## src/rtl/attr_remap_pkg.sv

```systemverilog
package attr_remap_pkg;

    localparam int IDX_W   = 3;
    localparam int ENTRIES = 1 << IDX_W;
    localparam int FIELD_W = 2;
    localparam int SHR_OFS = FIELD_W * ENTRIES;
    localparam int PRIM_W  = SHR_OFS + ENTRIES;
    localparam int NORM_W  = 2 * FIELD_W * ENTRIES;
    localparam int OUTER_OFS = FIELD_W * ENTRIES;
    localparam int CFG_W   = 32;

    typedef enum logic [1:0] {
        MT_STRONG = 2'b00,
        MT_DEVICE = 2'b01,
        MT_NORMAL = 2'b10,
        MT_RSVD   = 2'b11
    } mem_type_e;

    typedef enum logic [1:0] {
        CA_NONE = 2'b00,
        CA_WBWA = 2'b01,
        CA_WT   = 2'b10,
        CA_WBNA = 2'b11
    } cache_e;

    function automatic mem_type_e bypass_type(input logic [IDX_W-1:0] idx);
        case (idx)
            3'd0, 3'd6: return MT_STRONG;
            3'd1:       return MT_DEVICE;
            default:    return MT_NORMAL;
        endcase
    endfunction

    function automatic cache_e bypass_cache(input logic [IDX_W-1:0] idx);
        case (idx)
            3'd2:       return CA_WT;
            3'd3:       return CA_WBNA;
            3'd5, 3'd7: return CA_WBWA;
            default:    return CA_NONE;
        endcase
    endfunction

    function automatic logic [PRIM_W-1:0] prim_reset_value();
        logic [PRIM_W-1:0] r;
        r = '0;
        for (int n = 0; n < ENTRIES; n++) begin
            r[FIELD_W*n +: FIELD_W] = bypass_type(IDX_W'(n));
        end
        return r;
    endfunction

    function automatic logic [NORM_W-1:0] norm_reset_value();
        logic [NORM_W-1:0] r;
        r = '0;
        for (int n = 0; n < ENTRIES; n++) begin
            r[FIELD_W*n +: FIELD_W]             = bypass_cache(IDX_W'(n));
            r[OUTER_OFS + FIELD_W*n +: FIELD_W] = bypass_cache(IDX_W'(n));
        end
        return r;
    endfunction

endpackage

```

## src/rtl/attr_remap_regs.sv

```systemverilog
module attr_remap_regs
    import attr_remap_pkg::*;
(
    input  logic              clk,
    input  logic              rst_n,
    input  logic              cfg_sel,
    input  logic              cfg_we,
    input  logic [CFG_W-1:0]  cfg_wdata,
    output logic [CFG_W-1:0]  cfg_rdata,
    output logic [PRIM_W-1:0] prim_q,
    output logic [NORM_W-1:0] norm_q,
    output logic              cfg_stale
);

    typedef enum logic {
        ST_IDLE  = 1'b0,
        ST_STALE = 1'b1
    } stale_state_e;

    stale_state_e state_q, state_d;

    // configuration storage
    always_ff @(posedge clk or negedge rst_n) begin
        if (!rst_n) begin
            prim_q <= prim_reset_value();
            norm_q <= norm_reset_value();
        end else if (cfg_we) begin
            if (cfg_sel) begin
                norm_q <= cfg_wdata[NORM_W-1:0];
            end else begin
                prim_q <= cfg_wdata[PRIM_W-1:0];
            end
        end
    end

    // readback: unimplemented bits of the type register are zero
    always_comb begin
        cfg_rdata = '0;
        if (cfg_sel) begin
            cfg_rdata[NORM_W-1:0] = norm_q;
        end else begin
            cfg_rdata[PRIM_W-1:0] = prim_q;
        end
    end

    // next-state logic of the stale controller
    always_comb begin
        state_d = state_q;
        unique case (state_q)
            ST_IDLE:  if (cfg_we) state_d = ST_STALE;
            ST_STALE: if (!cfg_we) state_d = ST_IDLE;
        endcase
    end

    // state register
    always_ff @(posedge clk or negedge rst_n) begin
        if (!rst_n) begin
            state_q <= ST_IDLE;
        end else begin
            state_q <= state_d;
        end
    end

    // outputs of the stale controller
    always_comb begin
        unique case (state_q)
            ST_IDLE:  cfg_stale = 1'b0;
            ST_STALE: cfg_stale = 1'b1;
        endcase
    end

endmodule

```

## src/rtl/attr_remap_type_stage.sv

```systemverilog
module attr_remap_type_stage
    import attr_remap_pkg::*;
(
    input  logic              remap_en,
    input  logic [IDX_W-1:0]  idx,
    input  logic              pt_s,
    input  logic [PRIM_W-1:0] prim_q,
    output mem_type_e         res_type,
    output logic              res_shared
);

    mem_type_e raw_type;

    always_comb begin
        raw_type = mem_type_e'(prim_q[FIELD_W*idx +: FIELD_W]);
        if (remap_en) begin
            unique case (raw_type)
                MT_STRONG, MT_RSVD: res_type = MT_STRONG;
                MT_DEVICE:          res_type = MT_DEVICE;
                MT_NORMAL:          res_type = MT_NORMAL;
            endcase
            res_shared = prim_q[SHR_OFS + idx];
        end else begin
            res_type   = bypass_type(idx);
            res_shared = pt_s;
        end
    end

endmodule

```

## src/rtl/attr_remap_cache_stage.sv

```systemverilog
module attr_remap_cache_stage
    import attr_remap_pkg::*;
(
    input  logic              remap_en,
    input  logic [IDX_W-1:0]  idx,
    input  mem_type_e         res_type,
    input  logic [NORM_W-1:0] norm_q,
    output cache_e            res_inner,
    output cache_e            res_outer
);

    always_comb begin
        res_inner = CA_NONE;
        res_outer = CA_NONE;
        if (res_type == MT_NORMAL) begin
            if (remap_en) begin
                res_inner = cache_e'(norm_q[FIELD_W*idx +: FIELD_W]);
                res_outer = cache_e'(norm_q[OUTER_OFS + FIELD_W*idx +: FIELD_W]);
            end else begin
                res_inner = bypass_cache(idx);
                res_outer = bypass_cache(idx);
            end
        end
    end

endmodule

```

## src/rtl/attr_remap.sv

```systemverilog
module attr_remap
    import attr_remap_pkg::*;
(
    input  logic        clk,
    input  logic        rst_n,
    input  logic        cfg_sel,
    input  logic        cfg_we,
    input  logic [31:0] cfg_wdata,
    output logic [31:0] cfg_rdata,
    input  logic        remap_en,
    input  logic        pt_tex0,
    input  logic        pt_c,
    input  logic        pt_b,
    input  logic        pt_s,
    input  logic        pt_ns,
    output logic [1:0]  out_type,
    output logic        out_shared,
    output logic [1:0]  out_inner,
    output logic [1:0]  out_outer,
    output logic        out_ns,
    output logic        cfg_stale
);

    logic [PRIM_W-1:0] prim_q;
    logic [NORM_W-1:0] norm_q;
    logic [IDX_W-1:0]  idx;
    mem_type_e         res_type;
    cache_e            res_inner, res_outer;

    assign idx = {pt_tex0, pt_c, pt_b};

    attr_remap_regs u_regs (
        .clk       (clk),
        .rst_n     (rst_n),
        .cfg_sel   (cfg_sel),
        .cfg_we    (cfg_we),
        .cfg_wdata (cfg_wdata),
        .cfg_rdata (cfg_rdata),
        .prim_q    (prim_q),
        .norm_q    (norm_q),
        .cfg_stale (cfg_stale)
    );

    attr_remap_type_stage u_type (
        .remap_en   (remap_en),
        .idx        (idx),
        .pt_s       (pt_s),
        .prim_q     (prim_q),
        .res_type   (res_type),
        .res_shared (out_shared)
    );

    attr_remap_cache_stage u_cache (
        .remap_en  (remap_en),
        .idx       (idx),
        .res_type  (res_type),
        .norm_q    (norm_q),
        .res_inner (res_inner),
        .res_outer (res_outer)
    );

    assign out_type  = res_type;
    assign out_inner = res_inner;
    assign out_outer = res_outer;
    assign out_ns    = pt_ns;

endmodule

```

## config.mk

```make
export PLATFORM = sky130hd
export DESIGN_NAME = attr_remap
export DESIGN_NICKNAME = d
export VERILOG_FILES = /design/src/rtl/attr_remap_pkg.sv /design/src/rtl/attr_remap_regs.sv /design/src/rtl/attr_remap_type_stage.sv /design/src/rtl/attr_remap_cache_stage.sv /design/src/rtl/attr_remap.sv
export SDC_FILE = /design/constraint.sdc
export NUM_CORES = 1
export LEC_CHECK = 0
export BUFFER_PORTS_ARGS = -buffer_cell sky130_fd_sc_hd__buf_4
export CELL_PAD_IN_SITES_DETAIL_PLACEMENT = 0
export CELL_PAD_IN_SITES_GLOBAL_PLACEMENT = 1
export CORE_AREA = 8 8 95 131
export CTS_BUF_LIST = sky130_fd_sc_hd__clkbuf_16
export CTS_CLUSTER_SIZE = 12
export DETAILED_ROUTE_END_ITERATION = 16
export DIE_AREA = 0 0 103 139
export PLACE_DENSITY_LB_ADDON = 0.3
export SYNTH_ARGS = -nofsm -noshare
export SYNTH_HDL_FRONTEND = slang
export SYNTH_SLANG_ARGS = --single-unit
export TNS_END_PERCENT = 10
```

## constraint.sdc

```tcl
create_clock -name clk -period 2.6 [get_ports clk]
set_input_delay 0.13 -clock clk [delete_from_list [all_inputs] [get_ports clk]]
set_output_delay 0.13 -clock clk [all_outputs]
set_load 0.01 [all_outputs]
```

==> results of run 1 <==
## final cells by class
type,count,area share [%]
Inverter,2,0.185
Sequential cell,57,35.7
Multi-Input combinational cell,146,37.7
Clock buffer,9,5.55
Clock inverter,7,0.710
Tap cell,141,4.35
Timing Repair Buffer,85,15.9
## Yosys cell counts
| cell type | instances |
|---|---|
| dfrtp_1 | 41 |
| nand3b_1 | 1 |
| o31ai_1 | 1 |
| nor2_1 | 4 |
| mux4_2 | 2 |
| mux4_1 | 6 |
| o311a_1 | 1 |
| o21ai_0 | 3 |
| buf_1 | 3 |
| o21ai_1 | 1 |
| a32oi_1 | 2 |
| a31oi_1 | 5 |
| nor2b_1 | 1 |
| dfstp_2 | 16 |
| buf_6 | 1 |
| inv_1 | 2 |
| buf_4 | 1 |
| clkbuf_1 | 7 |
| nand3_2 | 1 |
| and2_1 | 8 |
| nand3_1 | 1 |
| nand2_1 | 10 |
| mux2i_1 | 8 |
| buf_12 | 1 |
| mux2i_4 | 1 |
| buf_2 | 5 |
| mux2_2 | 87 |
| a22oi_1 | 3 |
## per-layer routing
| metal | vias up | GRT usage, % |
|---|---|---|
| li1 | 981 | - |
| met1 | 1092 | 14.0 |
| met2 | 50 | 21.5 |
| met3 | 11 | 2.91 |
| met4 | 0 | 6.20 |
| met5 | - | 0 |
## power groups by stage
stage / registers [W] / clock network, W / logic [W]
after floorplan: 0.00112 / 0 / 0.000416
after global placement: 0.00116 / 0 / 0.000686
after detailed placement: 0.00116 / 0 / 0.000693
after CTS: 0.00115 / 0.00103 / 0.000698
after global routing: 0.00117 / 0.00108 / 0.000736
final: 0.00115 / 0.00100 / 0.000678
## per-stage QoR
stage               cell area (sq um)  power [W]  util, %  std cells
global route                     4060    0.00298     38.3        447
global placement                 3780    0.00185     35.7        429
floorplan                        3080    0.00153        -        223
detailed placement               3780    0.00186     35.7        429
CTS                              4060    0.00288     38.3        447
finish                           4060    0.00283     38.3        447
## layout by cell type (no fill, tap or decap), drive strengths merged, types with 6 or more instances in the layout
cell type,instances
mux4,8
nand2,10
clkinv,6
dfstp,16
clkbuf,9
dfrtp,41
buf,83
and2,8
mux2,87
mux2i,9
## flip-flops by register name (all words and copies together) (netlist names)
register        cells
u_regs.state_q      1
u_regs.prim_q      24
u_regs.norm_q      32
## path summary, 6_finish.rpt
kind                                endpoint  cells after the start  slack [ns]         startpoint
min in group asynchronous   u_regs.norm_q[1]                      2        0.41              rst_n
min reg2reg                u_regs.norm_q[31]                      1        0.51  u_regs.norm_q[31]
min                        u_regs.norm_q[27]                      2        0.04      cfg_wdata[27]
max in group asynchronous  u_regs.prim_q[13]                      2        1.70              rst_n
max reg2reg                u_regs.prim_q[13]                      1        1.81  u_regs.prim_q[13]
max                             out_inner[0]                      5        0.48   u_regs.prim_q[4]
## cell families after synthesis
family,Yosys count,share of synthesized area [%]
buffers and inverters,20,3.53
AOI/OAI and AO/OA,16,3.53
muxes,104,41.7
and+or+nand+nor,26,4.26
DFF,57,47.0
## timing repair
item                       4_1_cts  5_1_grt
resized for setup                0        0
setup endpoints to repair        0        0
setup buffers                    0        0
hold buffers                     2        0
hold endpoints to repair        42        0
==> run metrics, run 1 <==
worst hold slack=0.0370 ns; syn nets=265; pwr/cell area=698 nW/um^2; cell count after synthesis=between 200 and 250; Final Slew Violations=0; vias after detailed routing=around 2.1k; # IOs=between 80 and 90; chip height=139 microns; setup TNS=0 ns; Synth top area share=around a third; vias per cell=4.77; Setup-failing EPs final=0; maximum vdd ir drop=328 uV; Syn Area/Cell=13.8 sq um; Min-Delay Path Class=in2reg; Switching Fraction=26.8%; Final min period=between 2 and 2.5 ns; Final Worst Setup Slack=0.480 ns; combinational share of power=24.0%; RePlAce Congestion=0.736; total CTS buffers=9; Synth Cell Area=3080 sq um; Layout Nets=343; yosys warns=0; Core Rows=45; CTS H-tree depth=3; Layout area overhead=31.6%; crit path cell chain=mux4_1, mux2i_4, nand3_2, a22oi_1, buf_4; CP endpoint kind=output pin; unrepaired setup endpoints after global routing=no; routed wl met2=4610 microns; initial antenna violation count=0; die area=between 10000 and 15000 sq um; share of the yosys chip area belonging to registers=around 47%; CP bufs+invs=1; outcome=complete, no violations; relative slew slack=51.0%; Max Root-Sink Buffers=2; fillcell total=about 1.1k; largest cells by area after synthesis=dfrtp_1 (33%), mux2_2 (32%), dfstp_2 (14%), mux4_1 (5.1%), mux2i_1 (2.6%); Routed Antenna Nets=0; antenna diode count=0; Seq. cell area=roughly 1400 sq um; clk slew on worst S/H paths=0.05 ns; maxcap violations=0; critical path's largest stage delay=roughly 0.54 ns; met1 wire length=between 3000 and 4000 microns; Crit path max-delay family=multiplexers; Hold Fails Final Rpt=0; Yosys top cell by area=dfrtp_1; Initial Util=29.1%; Pint=0.00207 W; hpwl dp=6100 microns; sw power=~0.00076 W; grt ovf=0; number of global-route vias before repair=2429; Remaining DRCs=0; Layout Skew=0 ns; Worst-Margin Slew=roughly 0.73 ns; clock root cell=clkbuf_16; LEAKAGE=1.77 nW; GRT Resource Usage Total=12.6%; CTS Sinks=57; clock power share=35.4%; Port Buffers=80; flops & latches, synth=57; crit start category=register; worst skew pair latency=0.32 ns; ratio of cells with drive above 1 in the final layout=66.0%; DP Worst Slack=0.606 ns; First-pass DRT Iterations=4; Core Box Area=roughly 11000 sq um; Worst Path Arrival=1.99 ns; top layer in use=met4; fin crit share=81.5%; final wirelength=between 8000 and 9000 microns; CTS tree=yes; metal3 WL=about 400 microns; Critical Path RT=2.47 ns; Max FO, Critical Path=5; Flop pwr share=40.6%; first-pass GRT wire length=13400 microns; synth unique cells=28; slowest cell on the critical path=mux4_1; Die W=103 microns; Fmax=472 MHz; Detailed Route Iter0 Violations=34; Crit Path Class=reg2out; Multi-input gate area=1530 sq um; largest net degree at the start of global routing=58; DR WL/cell=about 19 microns
Note: power is estimated with default switching activity, not from simulation.
==> run 2: changes to the inputs <==
--- a/config.mk
+++ b/config.mk
@@ -5,14 +5,15 @@
 export SDC_FILE = /design/constraint.sdc
 export NUM_CORES = 1
 export LEC_CHECK = 0
+export ABC_AREA = 1
 export BUFFER_PORTS_ARGS = -buffer_cell sky130_fd_sc_hd__buf_4
 export CELL_PAD_IN_SITES_DETAIL_PLACEMENT = 0
 export CELL_PAD_IN_SITES_GLOBAL_PLACEMENT = 1
-export CORE_AREA = 8 8 95 131
+export CORE_AREA = 8 8 97 134
 export CTS_BUF_LIST = sky130_fd_sc_hd__clkbuf_16
 export CTS_CLUSTER_SIZE = 12
 export DETAILED_ROUTE_END_ITERATION = 16
-export DIE_AREA = 0 0 103 139
+export DIE_AREA = 0 0 105 142
 export PLACE_DENSITY_LB_ADDON = 0.3
 export SYNTH_ARGS = -nofsm -noshare
 export SYNTH_HDL_FRONTEND = slang
==> constraint.sdc (replaced) <==
create_clock -name clk -period 1.95 [get_ports clk]
set_input_delay 0.0975 -clock clk [delete_from_list [all_inputs] [get_ports clk]]
set_output_delay 0.0975 -clock clk [all_outputs]
set_load 0.01 [all_outputs]
==> run 2 against run 1 <==
  * Synthesized cell count grew 100%
  * Sequential power increased by 28%
  * Non-clock buffer count rose by 2
  * Sequential share of layout area down 1.2 points
  * Flip-flop and latch count stayed put
  * Routed wire length grew 10%
  * Global-route usage up 0.77 points
  * Final cell count grew 50%
  * Die area rose by 4.1%
  * First-iteration DRC count rose to 4.6 times the previous value
  * Critical path type unchanged
  * Largest cell class is now flip-flops and latches
  * Largest power group is now clock
==> run metrics, run 2 <==
synth unique cells=27; antenna diode count=0; largest net degree at the start of global routing=between 60 and 70; relative slew slack=between 50% and 60%; CTS Sinks=57; Crit path max-delay family=simple AND/OR/NAND/NOR gates; Die W=105 microns; most common cell in the netlist=nand2_1; R2R setup slack=1.17 ns; clk slew on worst S/H paths=0.05 ns; Post-synth ARST share=100%; CP bufs+invs=3; Initial Util=around 29%; syn nets=492; vias per cell=4.46; Non-Filler Instances=between 600 and 700; maxcap violations=0; Layout Skew=0 ns; crit path cell chain=inv_1, nand2_1, nand3_1, nand2_1, nand2_1, nand2_2, nand3_2, nand2_2, nand2_1, inv_1, buf_4; Placed Cells=~650; hpwl dp=6890 microns; share of the yosys chip area belonging to registers=45.1%; Layout area overhead=30.6%; Port Buffers=80; Max Root-Sink Buffers=2; outcome=complete, no violations; Setup-failing EPs final=0; R2R depth=2; Worst-Margin Slew=0.724 ns; die area=around 15000 sq um; Synth Cell Area=3210 sq um; Crit Path Class=reg2out; total CTS buffers=9; Worst Path Arrival=approximately 1.7 ns; CP endpoint kind=output pin; clock root cell=clkbuf_16; CTS H-tree depth=3; largest registers=u_regs.norm_q x32, u_regs.prim_q x24, u_regs.state_q x1; final wirelength=9440 microns; critical path's largest stage delay=0.53 ns; Detailed Route Iter0 Violations=156; GRT Resource Usage Total=13.3%; Remaining DRCs=0; HP Start=cfg_wdata[10]; LEAKAGE=2.22 nW; chip height=142 microns; First-pass DRT Iterations=4; DR WL/cell=between 10 and 15 microns; maximum vdd ir drop=434 uV; Post-synth EDFFs=0; first-pass GRT wire length=15600 microns; setup TNS=0 ns; fillcell total=1223; Routed Antenna Nets=0; post_cts resized=0; Final Worst Setup Slack=just over 0.2 ns; Synth top area share=between 30% and 40%; CTS tree=yes; number of flip-flops in the largest register=32; # IOs=83; Reg2Reg Capture Point=u_regs.norm_q[23]; unrepaired setup endpoints after global routing=no; Hold Fails Final Rpt=0; commonest non-fill, non-tap cell in the layout=nand2_1; CP Launch Point=u_regs.prim_q[11]; Reg-to-Reg Start=u_regs.norm_q[23]; initial antenna violation count=0; cell count after synthesis=450; largest cells by area after synthesis=dfrtp_1 (32%), nand2_1 (20%), dfstp_2 (13%), o21ai_0 (11%), inv_1 (7.6%); Syn Area/Cell=approximately 7.1 sq um; vias after detailed routing=2999; yosys warns=0; RePlAce Congestion=roughly 0.82; most frequent cells in the layout=nand2_1 (168), buf_4 (81), o21ai_0 (71); Core Box Area=approximately 11000 sq um; Core Rows=46; Worst Hold Path EP=u_regs.norm_q[10]; worst skew pair latency=roughly 0.33 ns; slowest cell on the critical path=dfstp_2; Final Slew Violations=0; DP Worst Slack=0.459 ns; Max FO, Critical Path=3; pwr/cell area=891 nW/um^2; crit start category=register; Post-synth top cells=nand2_1 (168), o21ai_0 (71), inv_1 (65); Layout Nets=565; most used cell, CP=nand2_1; fin crit share=roughly nine tenths; Fmax=572 MHz; Min-Delay Path Class=in2reg; Synth Flop Type=dfrtp_1; grt ovf=0; Yosys top cell by area=dfrtp_1; Worst Hold Path Cells=3; Final min period=1.75 ns; flops & latches, synth=57; Critical Path RT=1.85 ns; number of global-route vias before repair=roughly 3.1k; most flop-heavy register=u_regs.norm_q; ratio of cells with drive above 1 in the final layout=between 20% and 30%
## run 2: cell types whose count changed after synthesis, sizes merged, moves of 8 or more
cell   change
and2       -8
nor2       +8
mux4       -8
nand3     +19
inv       +66
mux2      -83
mux2i      -9
a21oi     +11
o21ai     +67
nand2    +162
## run 2: worst register-to-register path, stage by stage, from the launching register on
cell	delay [ns]
dfstp_2	0.56
nand2_1	0.05
o21ai_0	0.10
## run 2: metrics by stage
| stage | util [%] | hold slack, ns | area, sq um | power [W] |
|---|---|---|---|---|
| 6_report | 37.9 | 0.0178 | 4190 | 0.00373 |
| 5_1_grt | 37.9 | 0.00636 | 4190 | 0.00396 |
| 4_1_cts | 37.9 | 0.000000527 | 4190 | 0.00380 |
| 3_5_place_dp | 35.0 | 0.195 | 3860 | 0.00229 |
| 3_3_place_gp | 35.0 | 0.195 | 3860 | 0.00228 |
| 2_1_floorplan | - | -0.198 | 3210 | 0.00192 |
## run 2: worst max-delay path by stage
| stage | slack [ns] | end | depth (start not counted) |
|---|---|---|---|
| global placement | 0.47 | out_inner[0] | 12 |
| finish | 0.20 | out_inner[0] | 11 |
| CTS | 0.19 | out_inner[0] | 11 |
| detailed placement | 0.46 | out_inner[0] | 12 |
| global route | 0.05 | out_inner[0] | 11 |
| floorplan | 0.71 | out_inner[0] | 10 |
## run 2: cell families (layout without fill, tap and decap cells)
logic type	Yosys count	count (layout)	share of synthesized area [%]
AOI/OAI and AO/OA	86	86	13.9
buffers and inverters	93	171	12.9
DFF	57	57	45.1
muxes	4	4	1.40
and+or+nand+nor	210	210	26.7
## run 2: cell type report
type                            instances  area, sq um  area share, %
Multi-Input combinational cell        300         1350           32.2
Timing Repair Buffer                   87          678           16.2
Tap cell                              144          180           4.30
Clock buffer                            9          225           5.37
Clock inverter                          7         52.6           1.25
Inverter                               68          260           6.21
Sequential cell                        57         1450           34.5
## run 2: what timing repair did
item                                   4_1_cts  5_1_grt
buffers inserted                             0        0
endpoints found under the hold margin       45        0
hold buffers                                 5        0
## run 2: layer usage
layer	global-route usage [%]	vias to the layer above	part of all wire, %	wire length [microns]
met4	5.81	0	1.7	164
met3	4.08	9	4.7	441
li1	-	1546	-	-
met1	14.9	1367	44	4150
met2	22.9	77	50	4690
met5	0	-	0	0
## run 2: report_power, final
group          switching, W  internal (W)  leakage (nW)
Sequential         0.000108       0.00137         0.668
Clock              0.000519      0.000959         0.138
Combinational      0.000439      0.000343          1.42
Total               0.00107       0.00267          2.22
